[src/rtl/mxbus_pkg.sv]
`timescale 1ns/1ps
package mxbus_pkg;

  typedef enum logic [2:0] {
    PH_IDLE  = 3'd0,
    PH_ADDR  = 3'd1,
    PH_SETUP = 3'd2,
    PH_STRB  = 3'd3,
    PH_HOLD  = 3'd4,
    PH_RECOV = 3'd5
  } phase_e;

  localparam int unsigned NUM_FIELDS = 5;
  localparam int unsigned F_ADDR  = 0;
  localparam int unsigned F_SETUP = 1;
  localparam int unsigned F_STRB  = 2;
  localparam int unsigned F_HOLD  = 3;
  localparam int unsigned F_RECOV = 4;

  // smallest legal value of each phase length field
  function automatic int unsigned field_floor(int unsigned f);
    case (f)
      F_ADDR:  return 2;
      F_SETUP: return 2;
      F_STRB:  return 1;
      default: return 0;
    endcase
  endfunction

endpackage

[src/rtl/mxbus_cfg.sv]
`timescale 1ns/1ps
module mxbus_cfg
  import mxbus_pkg::*;
#(
  parameter int unsigned CNT_W = 6,
  parameter int unsigned SEL_W = 3
) (
  input  logic                                  clk,
  input  logic                                  rst_n,
  input  logic                                  cfg_we,
  input  logic [SEL_W-1:0]                      cfg_sel,
  input  logic [CNT_W-1:0]                      cfg_val,
  output logic [NUM_FIELDS-1:0][CNT_W-1:0]      len_o
);

  for (genvar g = 0; g < NUM_FIELDS; g++) begin : g_field
    localparam logic [CNT_W-1:0] FLOOR = CNT_W'(field_floor(g));
    logic [CNT_W-1:0] len_q;

    always_ff @(posedge clk or negedge rst_n) begin
      if (!rst_n) begin
        len_q <= FLOOR;
      end else if (cfg_we && (cfg_sel == SEL_W'(g))) begin
        len_q <= (cfg_val < FLOOR) ? FLOOR : cfg_val;
      end
    end

    assign len_o[g] = len_q;
  end

endmodule

[src/rtl/mxbus_sync.sv]
`timescale 1ns/1ps
module mxbus_sync #(
  parameter int unsigned STAGES = 2
) (
  input  logic clk,
  input  logic rst_n,
  input  logic d_i,
  output logic q_o
);

  logic [STAGES-1:0] chain_q;

  for (genvar s = 0; s < STAGES; s++) begin : g_stage
    always_ff @(posedge clk or negedge rst_n) begin
      if (!rst_n) begin
        chain_q[s] <= 1'b0;
      end else begin
        chain_q[s] <= (s == 0) ? d_i : chain_q[(s == 0) ? 0 : s-1];
      end
    end
  end

  assign q_o = chain_q[STAGES-1];

endmodule

[src/rtl/mxbus_fsm.sv]
`timescale 1ns/1ps
module mxbus_fsm
  import mxbus_pkg::*;
#(
  parameter int unsigned CNT_W = 6
) (
  input  logic                             clk,
  input  logic                             rst_n,
  input  logic                             req_valid,
  input  logic [NUM_FIELDS-1:0][CNT_W-1:0] len_i,
  input  logic                             wait_sync,
  output logic                             wait_prev,
  output logic                             accept,
  output logic                             req_ready,
  output logic                             done,
  output phase_e                           phase
);

  phase_e           ph_q, ph_d;
  logic [CNT_W-1:0] cnt_q, cnt_d;
  logic             wait_prev_q;
  logic             cnt_zero;
  logic             stall;

  assign cnt_zero  = (cnt_q == '0);
  assign stall     = wait_sync || wait_prev_q;
  assign req_ready = (ph_q == PH_IDLE);
  assign accept    = req_valid && req_ready;

  always_comb begin
    ph_d  = ph_q;
    cnt_d = cnt_zero ? cnt_q : cnt_q - CNT_W'(1);
    case (ph_q)
      PH_IDLE: begin
        if (accept) begin
          ph_d  = PH_ADDR;
          cnt_d = len_i[F_ADDR];
        end
      end
      PH_ADDR: begin
        if (cnt_zero && !stall) begin
          ph_d  = PH_SETUP;
          cnt_d = len_i[F_SETUP];
        end
      end
      PH_SETUP: begin
        if (cnt_zero) begin
          ph_d  = PH_STRB;
          cnt_d = len_i[F_STRB];
        end
      end
      PH_STRB: begin
        if (cnt_zero && !stall) begin
          ph_d  = PH_HOLD;
          cnt_d = len_i[F_HOLD];
        end
      end
      PH_HOLD: begin
        if (cnt_zero) begin
          ph_d  = PH_RECOV;
          cnt_d = len_i[F_RECOV];
        end
      end
      PH_RECOV: begin
        if (cnt_zero) begin
          ph_d  = PH_IDLE;
        end
      end
      default: begin
        ph_d  = PH_IDLE;
        cnt_d = '0;
      end
    endcase
  end

  always_ff @(posedge clk or negedge rst_n) begin
    if (!rst_n) begin
      ph_q        <= PH_IDLE;
      cnt_q       <= '0;
      wait_prev_q <= 1'b0;
    end else begin
      ph_q        <= ph_d;
      cnt_q       <= cnt_d;
      wait_prev_q <= wait_sync;
    end
  end

  assign done      = (ph_q == PH_HOLD) && cnt_zero;
  assign phase     = ph_q;
  assign wait_prev = wait_prev_q;

endmodule

[src/rtl/mxbus_drv.sv]
`timescale 1ns/1ps
module mxbus_drv
  import mxbus_pkg::*;
#(
  parameter int unsigned AD_W = 16
) (
  input  logic            clk,
  input  logic            rst_n,
  input  logic            accept,
  input  logic [AD_W-1:0] req_addr,
  input  logic [AD_W-1:0] req_data,
  input  phase_e          phase,
  output logic            cs_n,
  output logic            ale,
  output logic            strb_n,
  output logic [AD_W-1:0] ad_out,
  output logic            ad_oe
);

  logic [AD_W-1:0] addr_q, data_q;

  always_ff @(posedge clk or negedge rst_n) begin
    if (!rst_n) begin
      addr_q <= '0;
      data_q <= '0;
    end else if (accept) begin
      addr_q <= req_addr;
      data_q <= req_data;
    end
  end

  always_comb begin
    cs_n   = 1'b1;
    ale    = 1'b0;
    strb_n = 1'b1;
    ad_out = '0;
    ad_oe  = 1'b0;
    case (phase)
      PH_ADDR: begin
        cs_n   = 1'b0;
        ale    = 1'b1;
        ad_out = addr_q;
        ad_oe  = 1'b1;
      end
      PH_SETUP, PH_HOLD: begin
        cs_n   = 1'b0;
        ad_out = data_q;
        ad_oe  = 1'b1;
      end
      PH_STRB: begin
        cs_n   = 1'b0;
        strb_n = 1'b0;
        ad_out = data_q;
        ad_oe  = 1'b1;
      end
      default: ;
    endcase
  end

endmodule

[src/rtl/mxbus_wr_seq.sv]
`timescale 1ns/1ps
module mxbus_wr_seq
  import mxbus_pkg::*;
#(
  parameter int unsigned AD_W        = 16,
  parameter int unsigned CNT_W       = 6,
  parameter int unsigned SYNC_STAGES = 2
) (
  input  logic             clk,
  input  logic             rst_n,
  input  logic             cfg_we,
  input  logic [2:0]       cfg_sel,
  input  logic [CNT_W-1:0] cfg_val,
  input  logic             req_valid,
  output logic             req_ready,
  input  logic [AD_W-1:0]  req_addr,
  input  logic [AD_W-1:0]  req_data,
  output logic             wr_done,
  output logic             bus_cs_n,
  output logic             bus_ale,
  output logic             bus_strb_n,
  output logic [AD_W-1:0]  bus_ad_out,
  output logic             bus_ad_oe,
  input  logic             bus_wait
);

  logic [NUM_FIELDS-1:0][CNT_W-1:0] len;
  logic                             wait_sync;
  logic                             wait_prev;
  logic                             accept;
  phase_e                           phase;

  mxbus_cfg #(.CNT_W(CNT_W), .SEL_W(3)) u_cfg (
    .clk     (clk),
    .rst_n   (rst_n),
    .cfg_we  (cfg_we),
    .cfg_sel (cfg_sel),
    .cfg_val (cfg_val),
    .len_o   (len)
  );

  mxbus_sync #(.STAGES(SYNC_STAGES)) u_sync (
    .clk   (clk),
    .rst_n (rst_n),
    .d_i   (bus_wait),
    .q_o   (wait_sync)
  );

  mxbus_fsm #(.CNT_W(CNT_W)) u_fsm (
    .clk       (clk),
    .rst_n     (rst_n),
    .req_valid (req_valid),
    .len_i     (len),
    .wait_sync (wait_sync),
    .wait_prev (wait_prev),
    .accept    (accept),
    .req_ready (req_ready),
    .done      (wr_done),
    .phase     (phase)
  );

  mxbus_drv #(.AD_W(AD_W)) u_drv (
    .clk      (clk),
    .rst_n    (rst_n),
    .accept   (accept),
    .req_addr (req_addr),
    .req_data (req_data),
    .phase    (phase),
    .cs_n     (bus_cs_n),
    .ale      (bus_ale),
    .strb_n   (bus_strb_n),
    .ad_out   (bus_ad_out),
    .ad_oe    (bus_ad_oe)
  );

endmodule

[config.mk]
export PLATFORM = sky130hd
export DESIGN_NAME = mxbus_wr_seq
export DESIGN_NICKNAME = d
export VERILOG_FILES = /design/src/rtl/mxbus_pkg.sv /design/src/rtl/mxbus_cfg.sv /design/src/rtl/mxbus_sync.sv /design/src/rtl/mxbus_fsm.sv /design/src/rtl/mxbus_drv.sv /design/src/rtl/mxbus_wr_seq.sv
export SDC_FILE = /design/constraint.sdc
export NUM_CORES = 1
export LEC_CHECK = 0
export BUFFER_PORTS_ARGS = -buffer_cell sky130_fd_sc_hd__buf_2
export CAP_MARGIN = 30
export CORE_ASPECT_RATIO = 1.2
export CORE_UTILIZATION = 56
export CTS_CLUSTER_SIZE = 25
export DETAILED_ROUTE_END_ITERATION = 8
export PLACE_DENSITY_LB_ADDON = 0.2
export SYNTH_ARGS = -nofsm -noshare
export SYNTH_HDL_FRONTEND = slang
export SYNTH_HIERARCHICAL = 1
export SYNTH_SLANG_ARGS = --single-unit
[constraint.sdc]
create_clock -name clk -period 2.5 [get_ports clk]
set_input_delay 0.125 -clock clk [delete_from_list [all_inputs] [get_ports clk]]
set_output_delay 0.125 -clock clk [all_outputs]
set_load 0.005 [all_outputs]
==> metrics.txt <==
Worst-path clk slew=0.08 ns; Slew Viols, Final=0; Synth top area share=between 40% and 50%; Die Height=~94 um; row cnt=33; Main synth FF type=dfrtp_1; Synth top cells by count=dfrtp_1 (71), mux2_2 (54), nor2_1 (20); cell taking the most area after synthesis=dfrtp_1; CTS max path bufs=2; # H-tree levels=3; antenna violations before repair=0; Final ANT Viol Nets=0; pin count of the biggest net entering global routing=46; Nets=~450; Startpoint Class=flop; die width=around 78 um; status=finished, final reports clean; Critical Path Max Stage Delay=about 0.52 ns; Most Used Layer, Global Route=met2; Max Freq=426 MHz; Slew HR=between 50% and 60%; final instance area=between 4000 and 5000 sq um; # IOs=68; clk_lat worst skew=approximately 0.34 ns; Core ar.=6810 sq um; Initial DRC Count=155; Crit Path Max Fanout=5; Initial Util=between 50% and 60%; share of layout cells above drive strength 1=40.6%; drt total wl=roughly 8300 um; hold crit path type=input pin to flop; Post-Syn Area per Cell=between 10 and 15 sq um; global-route wire length before repair=between 10000 and 15000 um; P&R area growth vs syn=18.1%; IO Port Bufs=between 60 and 70; Async SR Flop Fraction=100%; Buf+Inv Stages, Crit Path=2; top-count cell post-synth=dfrtp_1; cell area after synthesis=3910 sq um; Design Power=0.00422 W; Critical Path RT=2.38 ns; CTS tree=done; Mapped Nets=approximately 380; Worst Setup Path Type=flop to primary output; Worst Hold Margin=0.00455 ns; CTS Root Cell=clkbuf_8; diode count=0; slowest CP cell=or4b_4; post-synthesis sequential element count=74; full die area=around 7300 sq um; total CTS buffers=9; GRT overflow=0; Worst Skew=around 0.007 ns; M3 GR Usage=under 10%; Hold Violations, Final=0; CP endpoint kind=primary output; final setup fails=0; pwr dens=913 nW/um^2; post-CTS setup buffer count=0; EDFF count, synth=0; filler cell count=between 500 and 600; Slew @ Worst Pin=0.693 ns; drt pass-1 iters=4; Final TNS setup=0 ns; vias=2922; Synth area leaders=dfrtp_1 (45%), mux2_2 (16%), a221o_1 (4.6%); gpl congestion=roughly 0.90; Crit path max-delay family=simple AND/OR/NAND/NOR gates; period utilization=a little over nine tenths; Max Cap Viol=0; DR WL/cell=approximately 17 um; Clock Sinks=between 70 and 80; leak pwr=2.06 nW; CP cell instances=inv_1 > ha_2 > or4b_4 > or3_4 > nor2_1 > buf_2; Area after DPL=~4400 sq um; vias in the first global route=about 2800; Synth Instances=332; met1 Usage GRT=roughly a third; unrepaired setup endpoints after global routing=no; CP arrival=approximately 2.2 ns; Via density=a little under 6; Yosys warnings=6; global-route usage over all layers=24.6%; Yosys cell types=59; number of remaining DRC errors=0; sequential element share of the synthesized area=between 40% and 50%; fin crit period=~2.3 ns; Max VDD drop=605 uV; met2 Use GR=41.6%; detailed placement HPWL=5690 um
-- cell families after synthesis --
family                     synth area share, %
AOI/OAI and AO/OA                         11.4
xor gates and xnor gates                  1.12
adders and majority gates                0.320
buffers and inverters                     3.68
DFF                                       47.4
muxes                                     17.9
and+or+nand+nor                           18.1
-- repair_timing --
action / CTS / global route
hold buffers: 2 / 2
setup endpoints to repair: 0 / 1
resized for setup: 0 / 1
hold endpoints to repair: 30 / 2
-- cells in the final DEF, fill, tap and decap left out, drive strengths merged, types with 3 or more instances in the layout --
cell type,synthesis,final
o21ai,6,6
o31ai,3,3
nand3b,6,6
nor3,9,9
and2,16,16
clkinv,0,3
dlygate4sd3,0,4
dfrtp,71,71
mux2i,7,7
and3b,16,16
nor2,22,22
nand2b,3,3
o22ai,4,4
nor4b,4,4
nor3b,3,3
xor2,3,3
a21oi,9,9
buf,12,81
inv,6,6
nor2b,4,4
nand2,11,11
mux2,56,56
clkbuf,10,11
dfstp,3,3
a221o,18,18
-- power breakdown --
| group | total [W] | internal [W] | switching [W] |
|---|---|---|---|
| Clock | 0.000943 | 0.000510 | 0.000433 |
| Combinational | 0.00138 | 0.000826 | 0.000555 |
| Sequential | 0.00190 | 0.00161 | 0.000289 |
-- path summary, 6_finish.rpt --
path / slack, ns / startpoint / end / cells after the start
max in group asynchronous: 1.40 / rst_n / u_cfg/g_field[0].len_q[1] / 3
max reg2reg: 0.16 / u_fsm/cnt_q[0] / u_fsm/cnt_q[4] / 7
max: 0.15 / u_fsm/cnt_q[0] / wr_done / 6
min in group asynchronous: 0.36 / rst_n / u_drv/addr_q[8] / 2
min: 0.005 / req_data[15] / u_drv/data_q[15] / 2
min reg2reg: 0.35 / u_sync/chain_q[0] / u_sync/q_o / 0
-- sequential cells by signal, summed over array words and instances (netlist names) --
register / count
u_fsm/cnt_q: 6
u_drv/data_q: 16
u_fsm/phase: 3
u_drv/addr_q: 16
u_sync/q_o: 1
u_sync/chain_q: 1
u_cfg/g_field.len_q: 30
u_fsm/wait_prev: 1
-- final cells by class --
type	count	area [sq um]	area share, %
multi-input combinational	230	1930	41.7
sequential	74	1860	40.1
timing repair buffer	85	505	10.9
clock buffer	11	151	3.28
tap	87	109	2.36
clock inverter	5	52.6	1.14
inverter	6	22.5	0.487
-- per-stage QoR --
stage / std cells / util (%) / worst slack (ns)
after floorplan: 332 / - / 0.310
after detailed placement: 478 / 64.2 / 0.163
after global routing: 498 / 67.8 / 0.0263
final: 498 / 67.8 / 0.153
after CTS: 496 / 67.5 / 0.118
after global placement: 478 / 64.2 / 0.228
-- worst register-to-register path, stage by stage (launching register included) --
cell,delay [ns]
dfrtp_1,0.41
inv_1,0.07
ha_2,0.23
or4b_4,0.52
or3_4,0.36
and3_4,0.20
a2111oi_4,0.28
o221ai_1,0.15
-- layer usage --
| layer | wire length, um | vias up |
|---|---|---|
| li1 | - | 1375 |
| met1 | 3640 | 1446 |
| met2 | 4160 | 88 |
| met3 | 380 | 13 |
| met4 | 127 | 0 |
| met5 | 0 | - |
(Power assumes the default switching activity.)
